<file path="src/rtl/ctx_tlb_pkg.sv">
package ctx_tlb_pkg;

  typedef enum logic [1:0] {
    ACC_READ  = 2'd0,
    ACC_WRITE = 2'd1,
    ACC_EXEC  = 2'd2,
    ACC_RSVD  = 2'd3
  } acc_e;

  typedef struct packed {
    logic glb;
    logic usr;
    logic rd;
    logic wr;
    logic ex;
  } perm_t;

  function automatic logic perm_ok(perm_t p, acc_e acc, logic user_mode);
    logic right;
    case (acc)
      ACC_READ:  right = p.rd;
      ACC_WRITE: right = p.wr;
      ACC_EXEC:  right = p.ex;
      default:   right = 1'b0;
    endcase
    return right && (!user_mode || p.usr);
  endfunction

endpackage

</file>
<file path="src/rtl/ctx_tlb_store.sv">
module ctx_tlb_store
  import ctx_tlb_pkg::*;
#(
  parameter int unsigned N_ENTRIES = 8,
  parameter int unsigned VPN_W     = 36,
  parameter int unsigned PPN_W     = 36,
  parameter int unsigned CTX_W     = 12,
  localparam int unsigned IDX_W    = (N_ENTRIES > 1) ? $clog2(N_ENTRIES) : 1
) (
  input  logic                            clk_i,
  input  logic                            rst_ni,
  input  logic                            wr_en_i,
  input  logic [IDX_W-1:0]                wr_idx_i,
  input  logic [VPN_W-1:0]                wr_vpn_i,
  input  logic [PPN_W-1:0]                wr_ppn_i,
  input  logic [CTX_W-1:0]                wr_ctx_i,
  input  perm_t                           wr_perm_i,
  input  logic                            flush_all_i,
  input  logic                            flush_ctx_i,
  input  logic [CTX_W-1:0]                flush_ctx_id_i,
  output logic [N_ENTRIES-1:0]            valid_o,
  output logic [N_ENTRIES-1:0][VPN_W-1:0] vpn_o,
  output logic [N_ENTRIES-1:0][PPN_W-1:0] ppn_o,
  output logic [N_ENTRIES-1:0][CTX_W-1:0] ctx_o,
  output perm_t [N_ENTRIES-1:0]           perm_o
);

  for (genvar i = 0; i < N_ENTRIES; i++) begin : g_entry
    logic sel;
    logic ctx_kill;

    assign sel      = wr_en_i && (wr_idx_i == IDX_W'(i));
    assign ctx_kill = flush_ctx_i && !perm_o[i].glb && (ctx_o[i] == flush_ctx_id_i);

    always_ff @(posedge clk_i or negedge rst_ni) begin
      if (!rst_ni) begin
        valid_o[i] <= 1'b0;
      end else if (flush_all_i || ctx_kill) begin
        valid_o[i] <= 1'b0;
      end else if (sel) begin
        valid_o[i] <= 1'b1;
      end
    end

    always_ff @(posedge clk_i or negedge rst_ni) begin
      if (!rst_ni) begin
        vpn_o[i]  <= '0;
        ppn_o[i]  <= '0;
        ctx_o[i]  <= '0;
        perm_o[i] <= '0;
      end else if (sel) begin
        vpn_o[i]  <= wr_vpn_i;
        ppn_o[i]  <= wr_ppn_i;
        ctx_o[i]  <= wr_ctx_i;
        perm_o[i] <= wr_perm_i;
      end
    end
  end

endmodule

</file>
<file path="src/rtl/ctx_tlb_match.sv">
module ctx_tlb_match
  import ctx_tlb_pkg::*;
#(
  parameter int unsigned N_ENTRIES = 8,
  parameter int unsigned VPN_W     = 36,
  parameter int unsigned PPN_W     = 36,
  parameter int unsigned CTX_W     = 12
) (
  input  logic [N_ENTRIES-1:0]            valid_i,
  input  logic [N_ENTRIES-1:0][VPN_W-1:0] vpn_i,
  input  logic [N_ENTRIES-1:0][PPN_W-1:0] ppn_i,
  input  logic [N_ENTRIES-1:0][CTX_W-1:0] ctx_i,
  input  perm_t [N_ENTRIES-1:0]           perm_i,
  input  logic [VPN_W-1:0]                lk_vpn_i,
  input  logic [CTX_W-1:0]                lk_ctx_i,
  output logic                            hit_o,
  output logic [PPN_W-1:0]                ppn_o,
  output perm_t                           perm_o
);

  logic [N_ENTRIES-1:0] match;

  for (genvar i = 0; i < N_ENTRIES; i++) begin : g_cmp
    assign match[i] = valid_i[i] && (vpn_i[i] == lk_vpn_i) &&
                      (perm_i[i].glb || (ctx_i[i] == lk_ctx_i));
  end

  // AND-OR select; fills never install a duplicate tag
  always_comb begin
    hit_o  = |match;
    ppn_o  = '0;
    perm_o = '0;
    for (int i = 0; i < N_ENTRIES; i++) begin
      if (match[i]) begin
        ppn_o  = ppn_o | ppn_i[i];
        perm_o = perm_t'(perm_o | perm_i[i]);
      end
    end
  end

endmodule

</file>
<file path="src/rtl/ctx_tlb_victim.sv">
module ctx_tlb_victim #(
  parameter int unsigned N_ENTRIES = 8,
  localparam int unsigned IDX_W    = (N_ENTRIES > 1) ? $clog2(N_ENTRIES) : 1
) (
  input  logic                 clk_i,
  input  logic                 rst_ni,
  input  logic [N_ENTRIES-1:0] valid_i,
  input  logic                 fill_i,
  output logic [IDX_W-1:0]     idx_o
);

  logic [IDX_W-1:0] ptr_q;
  logic [IDX_W-1:0] free_idx;
  logic             has_free;

  always_comb begin
    has_free = 1'b0;
    free_idx = '0;
    for (int i = N_ENTRIES - 1; i >= 0; i--) begin
      if (!valid_i[i]) begin
        has_free = 1'b1;
        free_idx = IDX_W'(i);
      end
    end
  end

  assign idx_o = has_free ? free_idx : ptr_q;

  always_ff @(posedge clk_i or negedge rst_ni) begin
    if (!rst_ni) begin
      ptr_q <= '0;
    end else if (fill_i && !has_free) begin
      ptr_q <= (ptr_q == IDX_W'(N_ENTRIES - 1)) ? '0 : ptr_q + 1'b1;
    end
  end

endmodule

</file>
<file path="src/rtl/ctx_tlb.sv">
module ctx_tlb
  import ctx_tlb_pkg::*;
#(
  parameter int unsigned N_ENTRIES = 8,
  parameter int unsigned VPN_W     = 36,
  parameter int unsigned PPN_W     = 36,
  parameter int unsigned CTX_W     = 12,
  parameter int unsigned OFF_W     = 12,
  localparam int unsigned VA_W     = VPN_W + OFF_W,
  localparam int unsigned PA_W     = PPN_W + OFF_W,
  localparam int unsigned IDX_W    = (N_ENTRIES > 1) ? $clog2(N_ENTRIES) : 1
) (
  input  logic             clk_i,
  input  logic             rst_ni,
  input  logic             lookup_valid_i,
  input  logic [VA_W-1:0]  lookup_vaddr_i,
  input  logic [1:0]       lookup_acc_i,
  input  logic             lookup_user_i,
  input  logic [CTX_W-1:0] cur_ctx_i,
  output logic             res_valid_o,
  output logic             res_hit_o,
  output logic             res_miss_o,
  output logic             res_fault_o,
  output logic [PA_W-1:0]  res_paddr_o,
  input  logic             fill_valid_i,
  input  logic [VPN_W-1:0] fill_vpn_i,
  input  logic [PPN_W-1:0] fill_ppn_i,
  input  logic [CTX_W-1:0] fill_ctx_i,
  input  logic             fill_global_i,
  input  logic             fill_user_i,
  input  logic             fill_read_i,
  input  logic             fill_write_i,
  input  logic             fill_exec_i,
  input  logic             flush_all_i,
  input  logic             flush_ctx_i,
  input  logic [CTX_W-1:0] flush_ctx_id_i
);

  logic [N_ENTRIES-1:0]            entry_valid;
  logic [N_ENTRIES-1:0][VPN_W-1:0] entry_vpn;
  logic [N_ENTRIES-1:0][PPN_W-1:0] entry_ppn;
  logic [N_ENTRIES-1:0][CTX_W-1:0] entry_ctx;
  perm_t [N_ENTRIES-1:0]           entry_perm;

  logic             fill_accept;
  logic [IDX_W-1:0] victim_idx;
  perm_t            fill_perm;

  logic             lk_hit;
  logic [PPN_W-1:0] lk_ppn;
  perm_t            lk_perm;
  logic             lk_ok;

  // flushes win over a same-cycle fill
  assign fill_accept = fill_valid_i && !flush_all_i && !flush_ctx_i;

  assign fill_perm = '{glb: fill_global_i, usr: fill_user_i, rd: fill_read_i,
                       wr: fill_write_i, ex: fill_exec_i};

  ctx_tlb_victim #(.N_ENTRIES(N_ENTRIES)) i_victim (
    .clk_i   (clk_i),
    .rst_ni  (rst_ni),
    .valid_i (entry_valid),
    .fill_i  (fill_accept),
    .idx_o   (victim_idx)
  );

  ctx_tlb_store #(
    .N_ENTRIES (N_ENTRIES),
    .VPN_W     (VPN_W),
    .PPN_W     (PPN_W),
    .CTX_W     (CTX_W)
  ) i_store (
    .clk_i          (clk_i),
    .rst_ni         (rst_ni),
    .wr_en_i        (fill_accept),
    .wr_idx_i       (victim_idx),
    .wr_vpn_i       (fill_vpn_i),
    .wr_ppn_i       (fill_ppn_i),
    .wr_ctx_i       (fill_ctx_i),
    .wr_perm_i      (fill_perm),
    .flush_all_i    (flush_all_i),
    .flush_ctx_i    (flush_ctx_i),
    .flush_ctx_id_i (flush_ctx_id_i),
    .valid_o        (entry_valid),
    .vpn_o          (entry_vpn),
    .ppn_o          (entry_ppn),
    .ctx_o          (entry_ctx),
    .perm_o         (entry_perm)
  );

  ctx_tlb_match #(
    .N_ENTRIES (N_ENTRIES),
    .VPN_W     (VPN_W),
    .PPN_W     (PPN_W),
    .CTX_W     (CTX_W)
  ) i_match (
    .valid_i  (entry_valid),
    .vpn_i    (entry_vpn),
    .ppn_i    (entry_ppn),
    .ctx_i    (entry_ctx),
    .perm_i   (entry_perm),
    .lk_vpn_i (lookup_vaddr_i[VA_W-1:OFF_W]),
    .lk_ctx_i (cur_ctx_i),
    .hit_o    (lk_hit),
    .ppn_o    (lk_ppn),
    .perm_o   (lk_perm)
  );

  assign lk_ok = perm_ok(lk_perm, acc_e'(lookup_acc_i), lookup_user_i);

  always_ff @(posedge clk_i or negedge rst_ni) begin
    if (!rst_ni) begin
      res_valid_o <= 1'b0;
      res_hit_o   <= 1'b0;
      res_miss_o  <= 1'b0;
      res_fault_o <= 1'b0;
      res_paddr_o <= '0;
    end else begin
      res_valid_o <= lookup_valid_i;
      res_hit_o   <= lookup_valid_i && lk_hit && lk_ok;
      res_miss_o  <= lookup_valid_i && !lk_hit;
      res_fault_o <= lookup_valid_i && lk_hit && !lk_ok;
      res_paddr_o <= (lookup_valid_i && lk_hit && lk_ok) ?
                     {lk_ppn, lookup_vaddr_i[OFF_W-1:0]} : '0;
    end
  end

endmodule

</file>
<file path="config.mk">
export PLATFORM = sky130hd
export DESIGN_NAME = ctx_tlb
export DESIGN_NICKNAME = d
export VERILOG_FILES = /design/src/rtl/ctx_tlb_pkg.sv /design/src/rtl/ctx_tlb_store.sv /design/src/rtl/ctx_tlb_match.sv /design/src/rtl/ctx_tlb_victim.sv /design/src/rtl/ctx_tlb.sv
export SDC_FILE = /design/constraint.sdc
export NUM_CORES = 1
export LEC_CHECK = 0
export ABC_CLOCK_PERIOD_IN_PS = 2820
export BUFFER_PORTS_ARGS = -buffer_cell sky130_fd_sc_hd__buf_2
export CAP_MARGIN = 20
export CORE_MARGIN = 1.5
export CORE_UTILIZATION = 25
export CTS_BUF_LIST = sky130_fd_sc_hd__clkbuf_8
export DETAILED_ROUTE_END_ITERATION = 8
export GPL_ROUTABILITY_DRIVEN = 0
export PLACE_DENSITY = 0.42
export RECOVER_POWER = 50
export SETUP_SLACK_MARGIN = 0.1
export SLEW_MARGIN = 5
export SYNTH_ARGS = -nofsm -noshare
export SYNTH_HDL_FRONTEND = slang
export SYNTH_SLANG_ARGS = --single-unit
</file>
<file path="constraint.sdc">
create_clock -name clk_i -period 2.82 [get_ports clk_i]
set_input_delay 0.141 -clock clk_i [delete_from_list [all_inputs] [get_ports clk_i]]
set_output_delay 0.141 -clock clk_i [all_outputs]
set_load 0.01 [all_outputs]
</file>
==> impl_metrics.json <==
{
  "slew_violations": 155,
  "setup_tns_ns": -14.86,
  "rsz0062_at_grt": "true",
  "path_class": "flip-flop to flip-flop",
  "maxCapViolations": 3,
  "rrSetupSlack_ns": -0.36,
  "vias_per_cell": 4.707,
  "synth_area_mm2": 0.03722,
  "clk_pin_slew_ns": 0.06,
  "tightest_slew_ns": 1.647,
  "post-place-ws_ns": -0.8155,
  "gr-total-overflow": 0,
  "drt-initial-drc-count": 1393,
  "min_period_over_period": 1.127,
  "powerDensity_mw_per_mm2": 539.7,
  "min_period_ns": 3.178,
  "yosysSeqAreaShare": 0.5211,
  "fp-row-count": 141,
  "endpoint_kind": "flip-flop",
  "synthArstFlopShare": 1.000,
  "grt_pass1_wl_um": 207600,
  "fmax_ghz": 0.3147,
  "drive_gt1_frac": 0.4775,
  "synth_cell_types": 57,
  "fp.coreArea_mm2": 0.1478,
  "critPathMaxFanout": 20,
  "nFillCells": 14820,
  "synth_edf_count": 0,
  "start_util": 0.2517,
  "worst_slack_ns": -0.3579,
  "synth_nets": 2971,
  "status": "finished, violations left",
  "wl_met3_um": 6753,
  "cts_tree": "built",
  "whs_ns": 0.1112,
  "clk_path_buf_depth": 3,
  "ioPinCount": 222,
  "m1WireLength_um": 67750,
  "cts_sinks": 775,
  "cp.arrival_ns": 3.95,
  "die_w_um": 388.8,
  "fin_nets": 3832,
  "numPortBuffers": 221,
  "routed_wl_um": 143700,
  "dieArea_mm2": 0.1512,
  "syn-instance-count": 2799,
  "grt_pass1_vias": 28430,
  "postSynth.topFlopCell": "dfrtp_1",
  "synth-seq-cells": 775,
  "wl_met2_um": 65980,
  "avgSynthCellArea_um2": 13.30,
  "hold_class": "primary input to flip-flop",
  "synth_top_cell_by_area": "dfrtp_1",
  "ant_nets": 0,
  "setup_viol": 50,
  "drcViolationCount": 0,
  "area_delta_synth_final_pct": 34.78,
  "synth_top_area_frac": 0.5211,
  "cts-htree-levels": 4,
  "root_buffer": "clkbuf_8",
  "synth_common_cells": "dfrtp_1, mux2_2, xor2_1, nor4_1, clkbuf_1",
  "vias": 26890,
  "final_util": 0.3393,
  "dr.max_layer_used": "met5",
  "slew_headroom": -0.09807,
  "numCtsBuffers": 152,
  "grt_max_degree": 81,
  "finClkSkew_ns": 0.04394,
  "dp_hpwl_um": 100100,
  "first_pass_iters": 7,
  "required_ns": 3.60,
  "failed_checks": "max-capacitance violations, max-slew violations, negative setup slack",
  "clkLatencyLatePin_ns": 0.89,
  "irDropWorstVdd_mv": 0.3097,
  "grt.total_usage": 0.1899,
  "hold_violations": 0,
  "ys_warn_count": 0,
  "antenna_found_initial": 18,
  "power.leakage_uw": 0.02415,
  "die_h_um": 388.8,
  "netlist_top_cells_area": "dfrtp_1, mux2_2, xor2_1",
  "wire_per_inst_um": 25.16,
  "crit_path_start_kind": "flip-flop",
  "synthMostInstantiatedCell": "dfrtp_1"
}
## cells in the final DEF, fill, tap and decap left out, types with 15 or more instances in the layout
cell type,netlist,layout
a22o_1,100,100
buf_12,0,73
nand2_1,37,37
xnor2_1,107,100
nor4_2,39,45
mux2_2,709,709
a221o_1,35,35
nor4_1,125,93
dfrtp_1,775,774
dlygate4sd3_1,0,134
clkbuf_1,109,21
buf_2,53,220
clkbuf_8,0,196
inv_1,16,62
nand2b_1,25,25
nand4_1,54,54
o31ai_1,35,30
nor2_1,18,15
xor2_1,357,353
nor4_4,2,28
buf_4,16,417
nor3_1,21,17
buf_6,10,17
## worst paths after layout
kind,start,to,cells past startpoint
setup / recovery,i_store.vpn_o[87]$_DFFE_PN0P_,res_fault_o$_DFF_PN0_,11
hold / removal,lookup_acc_i[0],res_paddr_o[25]$_DFF_PN0_,4
setup reg to reg,i_store.vpn_o[87]$_DFFE_PN0P_,res_fault_o$_DFF_PN0_,11
hold reg to reg,i_store.ppn_o[244]$_DFFE_PN0P_,i_store.ppn_o[244]$_DFFE_PN0P_,1
max in group asynchronous,rst_ni,i_store.vpn_o[176]$_DFFE_PN0P_,3
min in group asynchronous,rst_ni,i_store.vpn_o[182]$_DFFE_PN0P_,3
## logic make-up after synthesis
kind of cell    Yosys count  share of synthesized area
mux                     709                     0.2145
flops                   775                     0.5211
buf+inv                 209                    0.02649
compound gates          251                    0.05685
simple gates            385                    0.06939
xor+xnor                468                     0.1109
fa+ha+maj                 2                  0.0006723
## registers in the layout, indices dropped and copies added, names as in the netlist, 3 cells and up
| name | count |
|---|---|
| i_store.ppn_o | 288 |
| i_store.perm_o | 40 |
| i_store.ctx_o | 96 |
| i_store.valid_o | 8 |
| i_store.vpn_o | 288 |
| i_victim.ptr_q | 3 |
| res_paddr_o | 48 |
## timing repair
action,in CTS,in global routing
hold buffers,135,0
pin swaps,36,13
cloned,5,1
setup endpoints to repair,62,488
endpoints found under the hold margin,1521,0
buffers inserted,27,10
gates resized for setup,72,46
## area by class of cell
cell class              count  area, um2  area share
clock buffers             196       2698     0.05378
multi-input cells        1816      17570      0.3502
clock inverters            76      475.5    0.009479
diodes                      6      15.01   0.0002993
well taps                1930       2415     0.04814
inverters                  16      60.06    0.001197
repair buffers            899       7535      0.1502
flip-flops and latches    775      19390      0.3867
## report_power, final
part	internal, uW	switching (uW)
Sequential	11700	320
Combinational	1460	1780
Clock	6470	5370
## routing by layer
| metal | global-route usage | up-vias |
|---|---|---|
| met5 | 0 | - |
| met4 | 0.04970 | 10 |
| met3 | 0.04164 | 199 |
| met2 | 0.2989 | 575 |
| met1 | 0.2622 | 14080 |
| li1 | - | 12030 |
## metrics by stage
step                      instance area, um2  power, uW  cells
after CTS                              50000      27540   5697
after floorplan                        37220      13460   2799
after global placement                 44600      15210   5259
final                                  50160      27070   5714
after global routing                   50150      28300   5711
after detailed placement               44600      15220   5259
## critical path, stage by stage (launching register included)
cell and delay (ns):
dfrtp_1 0.40, xor2_2 0.20, nor4_4 0.42, nand4_1 0.23, buf_4 0.21, nor4_4 0.32, buf_6 0.18, a311oi_2 0.11
and3_1 0.19, a22o_4 0.30, buf_12 0.20, o31a_1 0.30
No activity file was read; power rests on OpenSTA's default activity.
